--- src/rtl/irq_sel_pkg.sv ---
package irq_sel_pkg;

    localparam int IRQ_W   = 32;
    localparam int CAUSE_W = $clog2(IRQ_W);

    typedef logic [IRQ_W-1:0] irq_vec_t;

    typedef enum logic [1:0] {
        PRIV_U   = 2'd0,
        PRIV_S   = 2'd1,
        PRIV_RSV = 2'd2,
        PRIV_M   = 2'd3
    } priv_e;

    typedef struct packed {
        logic               valid;
        logic [CAUSE_W-1:0] cause;
    } irq_pick_t;

    // machine-routed bits open below machine mode or with machine enable set
    function automatic logic m_level_open(priv_e p, logic gie);
        return (p < PRIV_M) || ((p == PRIV_M) && gie);
    endfunction

    // supervisor-routed bits open below supervisor or with supervisor enable set
    function automatic logic s_level_open(priv_e p, logic gie);
        return (p < PRIV_S) || ((p == PRIV_S) && gie);
    endfunction

endpackage

--- src/rtl/irq_pend_reg.sv ---
module irq_pend_reg
    import irq_sel_pkg::*;
(
    input  logic     clk,
    input  logic     rst,
    input  logic     upd_en,
    input  irq_vec_t upd_mask,
    input  irq_vec_t upd_value,
    output irq_vec_t pend_q,
    output logic     hard_req
);

    irq_vec_t pend_nxt;

    assign pend_nxt = (pend_q & ~upd_mask) | (upd_value & upd_mask);

    always_ff @(posedge clk) begin
        if (rst) begin
            pend_q   <= '0;
            hard_req <= 1'b0;
        end else if (upd_en) begin
            pend_q <= pend_nxt;
            if ((pend_nxt != '0) && (pend_q == '0))
                hard_req <= 1'b1;
            else if ((pend_nxt == '0) && (pend_q != '0))
                hard_req <= 1'b0;
        end
    end


    reset_clear_chk: assert property (@(posedge clk)
        rst |=> (pend_q == '0) && !hard_req);


    masked_write_chk: assert property (@(posedge clk) disable iff (rst)
        upd_en |=> pend_q == (($past(pend_q) & ~$past(upd_mask)) |
                              ($past(upd_value) & $past(upd_mask))));


    idle_hold_chk: assert property (@(posedge clk) disable iff (rst)
        (!upd_en || (upd_mask == '0)) |=> $stable(pend_q));


    req_rise_chk: assert property (@(posedge clk) disable iff (rst)
        $rose(|pend_q) |-> hard_req);


    req_fall_chk: assert property (@(posedge clk) disable iff (rst)
        $fell(|pend_q) |-> !hard_req);

endmodule

--- src/rtl/irq_gate.sv ---
module irq_gate
    import irq_sel_pkg::*;
(
    input  logic     clk,
    input  logic     rst,
    input  irq_vec_t pend_q,
    input  irq_vec_t enable,
    input  irq_vec_t deleg,
    input  priv_e    priv,
    input  logic     m_gie,
    input  logic     s_gie,
    output irq_vec_t eligible
);

    irq_vec_t armed;
    irq_vec_t m_mask;
    irq_vec_t s_mask;

    assign armed    = pend_q & enable;
    assign m_mask   = {IRQ_W{m_level_open(priv, m_gie)}};
    assign s_mask   = {IRQ_W{s_level_open(priv, s_gie)}};
    assign eligible = (armed & ~deleg & m_mask) | (armed & deleg & s_mask);


    enabled_only_chk: assert property (@(posedge clk) disable iff (rst)
        (eligible & ~enable) == '0);


    m_closed_chk: assert property (@(posedge clk) disable iff (rst)
        ((priv == PRIV_M) && !m_gie) |-> ((eligible & ~deleg) == '0));


    s_closed_chk: assert property (@(posedge clk) disable iff (rst)
        ((priv == PRIV_M) || (priv == PRIV_RSV)) |-> ((eligible & deleg) == '0));

endmodule

--- src/rtl/irq_pick.sv ---
module irq_pick
    import irq_sel_pkg::*;
(
    input  logic      clk,
    input  logic      rst,
    input  irq_vec_t  eligible,
    output irq_pick_t pick
);

    irq_vec_t below;
    irq_vec_t first;

    assign below[0] = 1'b0;
    generate
        for (genvar g = 1; g < IRQ_W; g++) begin : g_chain
            assign below[g] = below[g-1] | eligible[g-1];
        end
    endgenerate

    assign first = eligible & ~below;

    always_comb begin
        pick.valid = |eligible;
        pick.cause = '0;
        for (int i = 0; i < IRQ_W; i++) begin
            if (first[i])
                pick.cause = pick.cause | CAUSE_W'(i);
        end
    end


    lowest_wins_chk: assert property (@(posedge clk) disable iff (rst)
        pick.valid |-> (eligible[pick.cause] &&
                        ((eligible & ((irq_vec_t'(1) << pick.cause) - 1'b1)) == '0)));


    none_zero_chk: assert property (@(posedge clk) disable iff (rst)
        (eligible == '0) |-> (!pick.valid && (pick.cause == '0)));


    single_first_chk: assert property (@(posedge clk) disable iff (rst)
        $onehot0(first));

endmodule

--- src/rtl/irq_sel_unit.sv ---
module irq_sel_unit
    import irq_sel_pkg::*;
(
    input  logic               clk,
    input  logic               rst,
    input  logic [1:0]         priv,
    input  logic               m_gie,
    input  logic               s_gie,
    input  logic [IRQ_W-1:0]   irq_enable,
    input  logic [IRQ_W-1:0]   irq_deleg,
    input  logic               upd_en,
    input  logic [IRQ_W-1:0]   upd_mask,
    input  logic [IRQ_W-1:0]   upd_value,
    output logic [IRQ_W-1:0]   upd_old,
    output logic               hard_req,
    output logic               irq_valid,
    output logic [CAUSE_W-1:0] irq_cause
);

    irq_vec_t  pend_q;
    irq_vec_t  eligible;
    irq_pick_t pick;
    priv_e     priv_lvl;

    assign priv_lvl = priv_e'(priv);

    irq_pend_reg u_pend (
        .clk       (clk),
        .rst       (rst),
        .upd_en    (upd_en),
        .upd_mask  (upd_mask),
        .upd_value (upd_value),
        .pend_q    (pend_q),
        .hard_req  (hard_req)
    );

    irq_gate u_gate (
        .clk      (clk),
        .rst      (rst),
        .pend_q   (pend_q),
        .enable   (irq_enable),
        .deleg    (irq_deleg),
        .priv     (priv_lvl),
        .m_gie    (m_gie),
        .s_gie    (s_gie),
        .eligible (eligible)
    );

    irq_pick u_pick (
        .clk      (clk),
        .rst      (rst),
        .eligible (eligible),
        .pick     (pick)
    );

    assign upd_old   = pend_q;
    assign irq_valid = pick.valid;
    assign irq_cause = pick.cause;


    empty_invalid_chk: assert property (@(posedge clk) disable iff (rst)
        (upd_old == '0) |-> !irq_valid);

endmodule

--- config.mk ---
export PLATFORM = sky130hd
export DESIGN_NAME = irq_sel_unit
export DESIGN_NICKNAME = d
export VERILOG_FILES = /design/src/rtl/irq_sel_pkg.sv /design/src/rtl/irq_pend_reg.sv /design/src/rtl/irq_gate.sv /design/src/rtl/irq_pick.sv /design/src/rtl/irq_sel_unit.sv
export SDC_FILE = /design/constraint.sdc
export NUM_CORES = 1
export LEC_CHECK = 0
export ABC_AREA = 1
export BUFFER_PORTS_ARGS = -buffer_cell sky130_fd_sc_hd__buf_4
export CORE_ASPECT_RATIO = 1.25
export CORE_MARGIN = 10
export CORE_UTILIZATION = 48
export CTS_BUF_LIST = sky130_fd_sc_hd__clkbuf_8
export DETAILED_ROUTE_END_ITERATION = 10
export GPL_ROUTABILITY_DRIVEN = 0
export GPL_TIMING_DRIVEN = 0
export PLACE_DENSITY = 0.84
export SLEW_MARGIN = 15
export SYNTH_ARGS = -nofsm -noshare
export SYNTH_HDL_FRONTEND = slang
export SYNTH_SLANG_ARGS = --single-unit
--- constraint.sdc ---
create_clock -name clk -period 1.9 [get_ports clk]
set_clock_uncertainty 0.2 [all_clocks]
set_input_delay 0.095 -clock clk [delete_from_list [all_inputs] [get_ports clk]]
set_output_delay 0.095 -clock clk [all_outputs]
set_load 0.02 [all_outputs]
==> impl_metrics.tcl <==
set metrics [dict create \
    setup_viol 6 \
    hp-class "input port to register" \
    dp_hpwl_um 11820 \
    drive_gt1_share_pct 32.96 \
    synth_area_leaders "dfxtp_1 (19%), nand2_1 (19%), inv_1 (14%), o21ai_0 (10%), nor2_1 (7.0%)" \
    yosys.area_share.simple_pct 44.52 \
    cts_root_buffer "clkbuf_8" \
    netlist_instances 643 \
    grt_usage_pct 28.36 \
    grt.overflow.total 0 \
    core_um2 6977 \
    synthMuxAreaShare_pct 0 \
    finalCoreUtilization_pct 82.73 \
    diodes 0 \
    clk_latency_ns 0.29 \
    timing.rr.end "u_pend.pend_q[14]" \
    synth_top_family_by_area "simple AND/OR/NAND/NOR gates" \
    routed_wl_um 16250 \
    wl_per_cell_um 16.65 \
    nets 1021 \
    cp_max_fo 4 \
    worst_slack_ns -0.4306 \
    ys_types 30 \
    die_area_um2 10990 \
    viasPerCell 5.541 \
    start_kind "register" \
    grt_max_degree 11 \
    path_class "register to output pin" \
    rr_worst_depth 8 \
    finalHoldViolCount 1 \
    powerDensity_nw_per_um2 478.4 \
    vdd_ir_drop_max_uv 493.4 \
    syn-num-nets 778 \
    min_from "upd_value[2]" \
    start_util_pct 49.39 \
    grt_pass1_wl_um 25320 \
    relSlewSlack_pct 65.69 \
    ff2ff_setup_slack_ns 0 \
    fin_setup_tns_ns -2.445 \
    vias 5408 \
    synth_area_leader_cell "dfxtp_1" \
    cp.required_ns 1.60 \
    die_x_um 95.78 \
    first_pass_iters 5 \
    power.static_leakage_uw 0.003179 \
    maxCapViolations 0 \
    crit_arrival_ns 2.04 \
    whs_endpoint "u_pend.pend_q[2]" \
    drc_errors 0 \
    portBuffers 171 \
    row_count 34 \
    numCtsBuffers 5 \
    clk_pin_slew_worst_paths_ns 0.06 \
    slew_violations 0 \
    synth_compound_area_share_pct 19.28 \
    io_pins 174 \
    worst_pin_slew_ns 0.5147 \
    drtIter0Drc 360 \
    yosys.area.top_type_share_pct 19.17 \
    finalCritPeriodShare_pct 122.7 \
    max_freq_ghz 0.4291 \
    ant_nets 0 \
    status "finished, violations left" \
    rsz0062_at_grt "true" \
    cp-end-kind "output pin" \
    violations "hold timing, setup timing" \
    ys_ff_latch 33 \
    yosysWarnings 0 \
    worstHoldPathCells 5 \
    cts_max_level 2 \
    period_needed_ns 2.331 \
    syn_area_per_cell_um2 5.359 \
    yosysSeqAreaShare_pct 19.17 \
    worstReg2RegStart "u_pend.pend_q[14]" \
    antenna_found_initial 0 \
    clockBufferDepth 2 \
    cts_num_sinks 33 \
    synthAdderAreaFrac_pct 0 \
    cts_tree "built" \
    syn_area_um2 3446 \
    holdWs_ns -0.003025 \
    dieHeight_um 114.7 \
    grt_pass1_vias 5481 \
    synth_xor_xnor_area_share_pct 0 \
    area_delta_synth_final_pct 67.50 \
]
[per-stage QoR]
stage / hold slack [ns] / cell area, um2 / power (uW) / setup WS (ns) / std cells
floorplan: 0.09671 / 3448 / 1423 / -0.001078 / 643
global placement: 0.1932 / 4845 / 1909 / -0.3064 / 904
detailed placement: 0.2087 / 4845 / 1939 / -0.3289 / 904
CTS: 0.000001749 / 5622 / 2654 / -0.3577 / 974
global route: 0.01941 / 5772 / 2905 / -0.5213 / 976
finish: -0.003025 / 5772 / 2761 / -0.4306 / 976
[report_power, final]
group	total, uW	switching [uW]	internal [uW]
Sequential	810	69.6	741
Clock	543	261	282
Combinational	1410	738	670
[worst max path at each step]
stage                       from           end  slack (ns)  depth (start not counted)
2_1_floorplan   u_pend.pend_q[8]  irq_cause[3]      -0.001                         12
3_3_place_gp               s_gie  irq_cause[1]       -0.31                         17
3_5_place_dp               s_gie  irq_cause[1]       -0.33                         17
4_1_cts        u_pend.pend_q[15]  irq_cause[1]       -0.36                         11
5_1_grt         u_pend.pend_q[5]  irq_cause[4]       -0.52                         14
6_report        u_pend.pend_q[5]  irq_cause[3]       -0.43                         14
[sequential cells by signal, summed over array words and instances (netlist names)]
register         count
u_pend.pend_q       32
u_pend.hard_req      1
[logic make-up (layout without fill, tap and decap cells)]
logic type | after synthesis | count (layout)
compound gates | 129 | 129
buf+inv | 144 | 387
flops | 33 | 33
simple gates | 337 | 337
[cells in the mapped netlist]
master,instances
nand3_2,6
nand2_1,174
and2b_1,1
buf_1,2
nand3_1,40
nor4_1,11
nand4_1,6
nand2_4,3
o21ai_0,72
o211ai_1,2
inv_1,125
buf_2,1
nor2_1,64
o21ai_2,1
and2_1,2
nor2_2,7
inv_2,2
nor3_4,1
a21oi_1,41
dfxtp_1,33
nor3b_1,1
o41ai_1,2
clkbuf_1,8
buf_6,6
a31oi_1,2
nor2_4,5
nand2_2,5
nand3b_1,4
o21ai_1,9
nor3_1,7
[routing by layer]
| layer | vias up | routed length, um | track usage (%) |
|---|---|---|---|
| met4 | 0 | 904 | 15.07 |
| met1 | 2492 | 5410 | 27.89 |
| met5 | - | 0 | 0 |
| met3 | 81 | 1438 | 6.588 |
| met2 | 315 | 8495 | 52.90 |
| li1 | 2520 | - | - |
[cell type report]
cell class | count | area [um2]
sequential | 33 | 700.7
clock buffer | 6 | 82.58
fill | 478 | 1205
timing repair buffer | 236 | 1923
inverter | 127 | 476.7
buffer | 17 | 112.6
tap | 90 | 112.6
multi-input combinational | 466 | 2360
clock inverter | 1 | 3.754
[repair_timing]
action / in CTS / in global routing
resized for setup: 40 / 48
pin swaps: 17 / 28
hold endpoints to repair: 26 / 0
gates cloned: 1 / 0
endpoints found under the setup margin: 6 / 7
hold buffers: 47 / 0
setup buffers: 15 / 2
[worst max-delay path, stage by stage (launching register included)]
cell,delay (ns)
dfxtp_4,0.36
nand3_2,0.07
nor2_1,0.06
nor2_2,0.18
nand2_2,0.10
nor2_4,0.11
nand2_2,0.09
nor2_4,0.16
buf_4,0.14
nand2_1,0.04
nand2_1,0.07
nor2_2,0.04
and2_1,0.15
nand2_1,0.07
buf_6,0.12
[layout by cell type, fill, tap and decap left out, types with 4 or more instances in the layout]
| cell type | count |
|---|---|
| buf_4 | 180 |
| o21ai_2 | 10 |
| o21ai_0 | 63 |
| nand2_2 | 16 |
| buf_6 | 15 |
| dfxtp_4 | 8 |
| nor3_1 | 6 |
| nand4_1 | 6 |
| nand2_1 | 162 |
| nand3b_1 | 4 |
| dlygate4sd3_1 | 47 |
| clkbuf_1 | 8 |
| nor2_4 | 7 |
| inv_1 | 124 |
| nor2_2 | 14 |
| clkbuf_8 | 6 |
| nand2_4 | 4 |
| dfxtp_2 | 8 |
| nand3_2 | 15 |
| nor2_1 | 55 |
| nand3_1 | 31 |
| dfxtp_1 | 17 |
| o21ai_1 | 9 |
| a21oi_1 | 40 |
| nor4_1 | 10 |
| inv_2 | 4 |
Note: power is estimated with default switching activity, not from simulation.
